## src/rtl/syncser_pkg.sv

```systemverilog
package syncser_pkg;
  typedef enum logic [2:0] {
    TXP_HUNT,
    TXP_ARMED,
    TXP_LEAD,
    TXP_FILL,
    TXP_SEND
  } tx_phase_t;

  typedef enum logic {
    RXP_HUNT,
    RXP_LOCK
  } rx_phase_t;
endpackage

```

## src/rtl/syncser_edge.sv

```systemverilog
module syncser_edge (
  input  logic clk,
  input  logic rst_n,
  input  logic bit_en,
  input  logic sync_in,
  output logic sync_fall
);
  logic prev_q, prev_d;

  always_comb prev_d = bit_en ? sync_in : prev_q;

  always_ff @(posedge clk or negedge rst_n) begin
    if (!rst_n) prev_q <= 1'b0;
    else        prev_q <= prev_d;
  end

  assign sync_fall = bit_en & prev_q & ~sync_in;
endmodule

```

## src/rtl/syncser_tx.sv

```systemverilog
module syncser_tx
  import syncser_pkg::*;
#(
  parameter int DW    = 16,
  parameter int CNT_W = 4
) (
  input  logic             clk,
  input  logic             rst_n,
  input  logic             bit_en,
  input  logic             enable,
  input  logic             sync_fall,
  input  logic [CNT_W-1:0] len_m1,
  input  logic [DW-1:0]    hold_in,
  input  logic             hold_load,
  output logic             ready,
  output logic             line,
  output logic             underrun
);
  tx_phase_t        st_q, st_d;
  logic [CNT_W-1:0] cnt_q, cnt_d;
  logic [DW-1:0]    sh_q, sh_d, hold_q, hold_d;
  logic             full_q, full_d, sent_q, sent_d;
  logic             line_q, line_d, urun_q, urun_d;

  always_comb begin
    st_d = st_q; cnt_d = cnt_q; sh_d = sh_q; hold_d = hold_q;
    full_d = full_q; sent_d = sent_q; line_d = line_q; urun_d = urun_q;
    if (!enable) begin
      st_d = TXP_HUNT; cnt_d = '0; full_d = 1'b0; sent_d = 1'b0;
      line_d = 1'b1; urun_d = 1'b0;
    end else begin
      if (hold_load) begin
        hold_d = hold_in;
        full_d = 1'b1;
      end
      if (bit_en) begin
        if (st_q == TXP_HUNT) begin
          line_d = 1'b1;
          if (sync_fall) begin
            st_d  = TXP_ARMED;
            cnt_d = '0;
          end
        end else begin
          cnt_d = (cnt_q == len_m1) ? '0 : cnt_q + 1'b1;
          if (cnt_q == '0) begin
            if (st_q == TXP_ARMED) begin
              st_d = TXP_LEAD; line_d = 1'b1;
            end else if (full_q) begin
              st_d = TXP_SEND; line_d = hold_q[0]; sh_d = hold_q >> 1;
              full_d = 1'b0; sent_d = 1'b1;
            end else begin
              st_d = TXP_FILL; line_d = 1'b1;
              if (sent_q) urun_d = 1'b1;
            end
          end else if (st_q == TXP_SEND) begin
            line_d = sh_q[0];
            sh_d   = sh_q >> 1;
          end else begin
            line_d = 1'b1;
          end
        end
      end
    end
  end

  always_ff @(posedge clk or negedge rst_n) begin
    if (!rst_n) begin
      st_q <= TXP_HUNT; cnt_q <= '0; sh_q <= '0; hold_q <= '0;
      full_q <= 1'b0; sent_q <= 1'b0; line_q <= 1'b1; urun_q <= 1'b0;
    end else begin
      st_q <= st_d; cnt_q <= cnt_d; sh_q <= sh_d; hold_q <= hold_d;
      full_q <= full_d; sent_q <= sent_d; line_q <= line_d; urun_q <= urun_d;
    end
  end

  assign ready    = enable & ~full_q;
  assign line     = line_q;
  assign underrun = urun_q;
endmodule

```

## src/rtl/syncser_rx.sv

```systemverilog
module syncser_rx
  import syncser_pkg::*;
#(
  parameter int DW    = 16,
  parameter int CNT_W = 4
) (
  input  logic             clk,
  input  logic             rst_n,
  input  logic             bit_en,
  input  logic             enable,
  input  logic             hunt,
  input  logic             sync_fall,
  input  logic             line,
  input  logic [CNT_W-1:0] len_m1,
  input  logic             ack,
  output logic [DW-1:0]    data,
  output logic             valid,
  output logic             overrun
);
  rx_phase_t        st_q, st_d;
  logic [CNT_W-1:0] cnt_q, cnt_d;
  logic [DW-1:0]    acc_q, acc_d, data_q, data_d, word;
  logic             valid_q, valid_d, full_q, full_d, ovr_q, ovr_d;

  always_comb begin
    st_d = st_q; cnt_d = cnt_q; acc_d = acc_q; data_d = data_q;
    valid_d = 1'b0; full_d = full_q; ovr_d = ovr_q;
    word = (cnt_q == '0) ? '0 : acc_q;
    word = word | (DW'(line) << cnt_q);
    if (!enable) begin
      st_d = RXP_HUNT; cnt_d = '0; full_d = 1'b0; ovr_d = 1'b0;
    end else begin
      if (ack) full_d = 1'b0;
      if (hunt) begin
        st_d  = RXP_HUNT;
        cnt_d = '0;
      end else if (bit_en) begin
        if (st_q == RXP_HUNT) begin
          if (sync_fall) begin
            st_d  = RXP_LOCK;
            cnt_d = '0;
          end
        end else begin
          acc_d = word;
          if (cnt_q == len_m1) begin
            cnt_d = '0; data_d = word; valid_d = 1'b1; full_d = 1'b1;
            if (full_q && !ack) ovr_d = 1'b1;
          end else begin
            cnt_d = cnt_q + 1'b1;
          end
        end
      end
    end
  end

  always_ff @(posedge clk or negedge rst_n) begin
    if (!rst_n) begin
      st_q <= RXP_HUNT; cnt_q <= '0; acc_q <= '0; data_q <= '0;
      valid_q <= 1'b0; full_q <= 1'b0; ovr_q <= 1'b0;
    end else begin
      st_q <= st_d; cnt_q <= cnt_d; acc_q <= acc_d; data_q <= data_d;
      valid_q <= valid_d; full_q <= full_d; ovr_q <= ovr_d;
    end
  end

  assign data    = data_q;
  assign valid   = valid_q;
  assign overrun = ovr_q;
endmodule

```

## src/rtl/syncser_chan.sv

```systemverilog
module syncser_chan #(
  parameter int MIN_LEN = 4,
  parameter int MAX_LEN = 16,
  parameter int CODE_W  = 4
) (
  input  logic               clk,
  input  logic               rst_n,
  input  logic               bit_en,
  input  logic               sync_in,
  input  logic               tx_on,
  input  logic               rx_on,
  input  logic               hunt_cmd,
  input  logic [CODE_W-1:0]  char_len,
  input  logic [MAX_LEN-1:0] tx_data,
  input  logic               tx_valid,
  output logic               tx_ready,
  output logic               tx_line,
  output logic               tx_underrun,
  input  logic               rx_line,
  output logic [MAX_LEN-1:0] rx_data,
  output logic               rx_valid,
  input  logic               rx_ack,
  output logic               rx_overrun
);
  localparam int CNT_W = $clog2(MAX_LEN);
  localparam int SPAN  = MAX_LEN - MIN_LEN;

  logic [1:0]       rst_pipe;
  logic             rst_n_s, sync_fall;
  logic [CNT_W-1:0] len_m1;

  always_ff @(posedge clk or negedge rst_n) begin
    if (!rst_n) rst_pipe <= 2'b00;
    else        rst_pipe <= {rst_pipe[0], 1'b1};
  end
  assign rst_n_s = rst_pipe[1];

  always_comb begin
    if (int'(char_len) > SPAN) len_m1 = CNT_W'(MAX_LEN - 1);
    else                       len_m1 = CNT_W'(int'(char_len) + MIN_LEN - 1);
  end

  syncser_edge u_edge (
    .clk(clk), .rst_n(rst_n_s), .bit_en(bit_en), .sync_in(sync_in),
    .sync_fall(sync_fall)
  );

  syncser_tx #(.DW(MAX_LEN), .CNT_W(CNT_W)) u_tx (
    .clk(clk), .rst_n(rst_n_s), .bit_en(bit_en), .enable(tx_on),
    .sync_fall(sync_fall), .len_m1(len_m1), .hold_in(tx_data),
    .hold_load(tx_valid & tx_ready), .ready(tx_ready), .line(tx_line),
    .underrun(tx_underrun)
  );

  syncser_rx #(.DW(MAX_LEN), .CNT_W(CNT_W)) u_rx (
    .clk(clk), .rst_n(rst_n_s), .bit_en(bit_en), .enable(rx_on),
    .hunt(hunt_cmd), .sync_fall(sync_fall), .line(rx_line),
    .len_m1(len_m1), .ack(rx_ack), .data(rx_data), .valid(rx_valid),
    .overrun(rx_overrun)
  );
endmodule

```

## config.mk

```make
export PLATFORM = sky130hd
export DESIGN_NAME = syncser_chan
export DESIGN_NICKNAME = d
export VERILOG_FILES = /design/src/rtl/syncser_pkg.sv /design/src/rtl/syncser_edge.sv /design/src/rtl/syncser_tx.sv /design/src/rtl/syncser_rx.sv /design/src/rtl/syncser_chan.sv
export SDC_FILE = /design/constraint.sdc
export NUM_CORES = 1
export LEC_CHECK = 0
export BUFFER_PORTS_ARGS = -buffer_cell sky130_fd_sc_hd__clkbuf_2
export CAP_MARGIN = 0
export CORE_MARGIN = 5
export CORE_UTILIZATION = 30
export CTS_CLUSTER_SIZE = 10
export DETAILED_ROUTE_END_ITERATION = 10
export PLACE_DENSITY = 0.53
export SLEW_MARGIN = 40
export SYNTH_ARGS = -nofsm -noshare
export SYNTH_HDL_FRONTEND = slang
export SYNTH_HIERARCHICAL = 1
export SYNTH_SLANG_ARGS = --single-unit
```

## constraint.sdc

```tcl
create_clock -name clk -period 6.58 [get_ports clk]
set_clock_uncertainty 0.2 [all_clocks]
set_input_delay 0.329 -clock clk [delete_from_list [all_inputs] [get_ports clk]]
set_output_delay 0.329 -clock clk [all_outputs]
set_load 0.03 [all_outputs]
```

## Word-level counts from Yosys, hierarchy flattened

Index checks and enable logic that the tools add are counted.

| storage, ports and cells | value |
|---|---|
| memory bits (writable) | 0 |
| output and inout bits | 21 |
| flip-flop bits (word level) | 86 |
| memories | 0 |
| memory bits (read-only) | 0 |
| latch bits | 0 |
| input port bits | 30 |

| operators by class | value |
|---|---|
| div/mod/pow operators | 0 |
| eq/ne operators | 22 |
| bitwise gates (word level) | 9 |
| add/sub/neg operators | 4 |
| magnitude comparators | 1 |
| shifts and indexed selects | 1 |
| reduce and logical (&&, ||, !) cells | 16 |
| multipliers | 0 |
| muxes and demuxes | 72 |

Operators by type and width:

| operator | count |
|---|---|
| 16-bit two-way mux | 5 |
| 1-bit two-way mux | 49 |
| 4-bit two-way mux | 11 |
| 3-bit two-way mux | 7 |
| 16-bit bitwise OR | 1 |
| 1-bit by 4-bit << shifter with 16-bit output | 1 |
| 5-bit AND reduction | 3 |
| 2-bit by 1-bit inequality test with 1-bit output (second input constant) | 7 |
| 2-bit inequality test (second input constant) | 7 |
| 6-bit AND reduction | 2 |
| 4-bit by 1-bit adder with 4-bit output (second input constant) | 2 |
| 4-bit == test | 2 |
| 4-bit zero test | 2 |
| 2-bit AND reduction | 3 |
| 4-bit by 3-bit adder with 4-bit output (second input constant) | 1 |
| 1-bit bitwise AND | 4 |
| 4-bit > comparator (second input constant) | 1 |
| 4-bit by 1-bit inequality test with 1-bit output (second input constant) | 1 |
| 1-bit inverter | 4 |
| 4-bit AND reduction | 1 |
| 4-bit by 1-bit subtractor with 4-bit output (second input constant) | 1 |
| 3-bit by 1-bit == test with 1-bit output (second input constant) | 1 |
| 3-bit == test (second input constant) | 1 |
| 3-bit zero test | 1 |
| other kinds (7) | 7 |

## Depth between registers and ports, before layout

| logic depth | value |
|---|---|
| depth after elaboration | 10 |
| gate-level depth with buffers | 9 |

## Modules after synthesis

The synthesis kept the hierarchy.

By module, submodules not included:

| module | cells each | area each (sq um) | seq. area each (sq um) | instances |
|---|---|---|---|---|
| syncser_tx | 151 | 2016.9 | 1052.3 | 1 |
| syncser_rx | 163 | 1940.6 | 1001.0 | 1 |
| syncser_chan | 18 | 160.2 | 50.0 | 1 |
| syncser_edge | 3 | 50.0 | 25.0 | 1 |

## Worst setup path before layout

OpenSTA, ideal clock, no wires.

| timing | value |
|---|---|
| kind | input to register |
| start point | input port tx_on |
| end point | register u_tx.hold_q[0] |
| data required time | 6.255 ns |
| path slack | 4.251 ns |
| stages | 6 |
| arrival time | 2.005 ns |
| cells stage by stage | clkbuf_1 -> nor2b_1 -> and2_1 -> nand2_1 -> clkbuf_1 -> mux2_2 |

| on the way | value |
|---|---|
| word-level cells in the longest chain between the ends | 3 |

RTL lines:

| what | line | source |
|---|---|---|
| from (decl) | syncser_chan.sv:10 | `input logic tx_on,` |
| 1-bit bitwise AND | syncser_tx.sv:76 | `assign ready = enable & ~full_q;` |
| net tx_ready | syncser_chan.sv:16 | `output logic tx_ready,` |
| 1-bit bitwise AND | syncser_chan.sv:51 | `.hold_load(tx_valid & tx_ready), .ready(tx_ready), .line(tx_line),` |
| 2-bit AND reduction (no source line) | -- |  |
| to (signal assigned) | syncser_tx.sv:68 | `st_q <= TXP_HUNT; cnt_q <= '0; sh_q <= '0; hold_q <= '0;` |
| to (signal assigned) | syncser_tx.sv:71 | `st_q <= st_d; cnt_q <= cnt_d; sh_q <= sh_d; hold_q <= hold_d;` |
| to (decl) | syncser_tx.sv:21 | `logic [DW-1:0] sh_q, sh_d, hold_q, hold_d;` |

The timed path passes the listed nets, and every way through them passes these cells.
A chain may end at the register's enable or synchronous reset.

## Final worst setup path

| timing | value |
|---|---|
| start point | register u_tx.cnt_q[0] |
| end point | register u_tx.sh_q[2] |

| on the way | value |
|---|---|
| word-level cells in the longest chain between the ends | 3 |
| elaborated cells on any way between the ends | 6 |
| classes of those cells | eq/ne: 2; mux: 1; reduce/logical: 3 |

RTL lines:

| what | line | source |
|---|---|---|
| from (decl) | syncser_tx.sv:20 | `logic [CNT_W-1:0] cnt_q, cnt_d;` |
| from (signal assigned) | syncser_tx.sv:68 |  |
| from (signal assigned) | syncser_tx.sv:71 |  |
| 4-bit zero test * | syncser_tx.sv:45 | `if (cnt_q == '0) begin` |
| 2-bit by 1-bit inequality test with 1-bit output (no source line) (tied with other cells) | -- |  |
| 6-bit AND reduction (no source line) | -- |  |
| to (signal assigned) | syncser_tx.sv:68 |  |
| to (signal assigned) | syncser_tx.sv:71 |  |
| to (decl) | syncser_tx.sv:21 |  |

Mark *: on every way between the ends. The rest lies on a longest branch, timed or not.

==> metrics.txt <==
Initial Util 30.3%; commonest non-fill, non-tap cell in the layout dfrtp_1; Tcrit/Tclk final 40.9%; critical path cell sequence inv_1 -> ha_1 -> nor3b_2 -> buf_4 -> mux2_4 -> a21oi_4 -> mux2_2; placed inst area 4580 µm²; worst setup path category register to register; PostCTS Resize Cnt 0; drt first pass iters 4; top cells by area, synth dfrtp_1 50%, mux2_2 12%, mux2_4 7.6%, nand2_1 2.7%, o21ai_0 2.0%; startpoint class of the critical path register; Clock Tree Root clkbuf_16; DR vias/cell 4.71; nets 423; final wirelength 8.29 mm; most frequent cells in the layout 83 x dfrtp_1, 50 x clkbuf_2, 44 x mux2_2; CTS Hold Bufs 1; met1 usage 13.7%; VDD IR-drop max 0.127 mV; Post-synth EDFFs 0; die area 16300 µm²; critical path's top delay family multiplexers; register area 2130 µm²; Power, Total 1.23 mW; RSZ-0062 raised after global routing no; P&R area growth vs syn 17.2%; ys flop type dfrtp_1; Worst EP required 6.60 ns; met3 track demand over resource 3.13%; Multi-input gate area 1900 µm²; post-synthesis instance area 4170 µm²; Wirelength per Cell 14.5 µm; ys async rst share 100%; largest net degree at the start of global routing 33; first-pass GRT wire length 14.2 mm; CP max-delay cell a21oi_4; gr usage total 10.7%; total number of vias 2695; fmax 371 MHz; Hold/Removal Path Class input port to register; Slew Viols, Final 0; Pwr Density 251 nW/µm²; Reg clk slew, reported paths 0.06 ns; post-route cell area 4880 µm²; chip height 128 µm; Worst Path Arrival 2.71 ns; ANT cells 0; status complete, no violations; initial antenna violation count 0; Gate Count Post-Synth 335; met2 Track Usage GR 17.5%; DRT antenna net count 0; switching share of power 23.2%; vias in the first global route 2772; Post-Syn Area per Cell 12.4 µm²; Sequential Power Share 48.5%; htree depth 3; syn nets 371; TritonCTS Sinks 85; Synth area leader dfrtp_1; clock latency on the worst-skew pair 0.33 ns; Buf+Inv Stages, Crit Path 2; Worst path max stage delay 0.53 ns; max cap viols 0; Slew @ Worst Pin 0.722 ns; chip width 128 µm; post-layout minimum cycle time 2.69 ns; share of layout cells above drive strength 1 37.2%; post-layout util 35.5%; clock power share 40.1%; DR DRC count 0; CTS Buf Count 9; Seq cells post-synth 85; Crit Path Max Fanout 23; Yosys Warn Count 6; # IOs 51; routability congestion estimate 0.767; # setup viols final 0; Setup Fix Bufs, Post-CTS 0; CTS tree done; setup TNS 0 ns; Yosys top cell area share 50.4%; worst hold slack 0.0202 ns; Comb pwr share 11.4%; Int Power 0.941 mW; post-DP HPWL 6.00 mm; NetSw 0.285 mW; Port Buf Inserts 50; Cell variety after synth 53; core area 13800 µm²; fillers 1402; GRT overflow 0; initial DRC count 146; Critical Path End Type register; Final Hold Fails 0; Slew HR 51.8%; register area share after synthesis 51.1%; GRT busiest layer met2; num rows 43; P_leak 2.27 nW; clk buf depth 2
[cells by family after synthesis]
family	after synthesis	synth area share, %
buffers and inverters	23	3.60
and+or+nand+nor	81	10.9
AOI/OAI and AO/OA	63	10.7
other	1	0.0900
muxes	66	19.7
DFF	85	51.1
adders and majority gates	6	1.80
xor gates and xnor gates	10	2.10
[sequential cells by signal (all words and copies together) (netlist names)]
| register | count |
|---|---|
| u_rx/acc_q | 16 |
| u_tx/st_q | 3 |
| u_tx/cnt_q | 4 |
| u_tx/sh_q | 15 |
| u_tx/line | 1 |
| u_rx/data | 16 |
| u_tx/hold_q | 16 |
| u_edge/prev_q | 1 |
| u_rx/st_q | 1 |
| u_rx/valid | 1 |
| u_tx/underrun | 1 |
| rst_pipe | 2 |
| u_rx/cnt_q | 4 |
| u_tx/full_q | 1 |
| u_rx/overrun | 1 |
| u_rx/full_q | 1 |
| u_tx/sent_q | 1 |
[layer usage]
metal	share of wire, %	up-vias
met3	4.2	14
met4	1.7	0
met2	48	50
met1	46	1334
met5	0	-
li1	-	1297
[worst reg2reg max path, cell delays in order (launching register included)]
cell and delay, ns:
dfrtp_1 0.43, inv_1 0.08, ha_1 0.13, nor3b_2 0.14, buf_4 0.30, mux2_4 0.36
a21oi_4 0.53, mux2_2 0.40
[area by class of cell]
class                   count  share of cell area [%]
multi-input cells         227                    38.8
repair buffers             54                    6.30
clock buffers              12                    4.84
clock inverters             4                   0.999
inverters                  10                   0.768
well taps                 180                    4.61
flip-flops and latches     85                    43.6
[through the flow]
| stage | cells | worst slack [ns] |
|---|---|---|
| after floorplan | 335 | 3.84 |
| after global placement | 553 | 3.92 |
| after detailed placement | 555 | 3.88 |
| after CTS | 572 | 3.88 |
| after global routing | 572 | 3.74 |
| final | 572 | 3.89 |
[power groups by stage]
stage	Sequential (mW)	Combinational (mW)	Clock, mW
after floorplan	0.598	0.107	0
after global placement	0.610	0.127	0
after detailed placement	0.604	0.142	0
after CTS	0.595	0.142	0.509
after global routing	0.601	0.156	0.532
final	0.595	0.140	0.491
[cells in the mapped netlist, drive strengths merged (2+ instances only)]
master	instances
dfrtp	84
mux2	65
nand2	30
o21ai	18
nor2	14
a21oi	11
inv	10
a22o	9
nand3	9
buf	7
clkbuf	6
ha	6
nor2b	6
xor2	6
a32o	4
and2	4
nand2b	4
nor3b	4
o2bb2ai	4
xnor2	4
o21a	3
o31ai	3
o41ai	3
nand3b	2
o22ai	2
or3b	2
[worst paths after layout]
kind	depth (start not counted)	start	slack (ns)	endpoint
setup / recovery	7	u_tx/cnt_q[0]	3.89	u_tx/sh_q[2]
hold / removal	2	tx_data[5]	0.02	u_tx/hold_q[5]
setup reg to reg	7	u_tx/cnt_q[0]	3.89	u_tx/sh_q[2]
hold reg to reg	0	rst_pipe[1]	0.06	u_rx/full_q
max in group asynchronous	1	rst_pipe[1]	5.57	u_tx/line
min in group asynchronous	0	rst_pipe[1]	0.06	u_rx/full_q
Note: power is estimated with default switching activity, not from simulation.
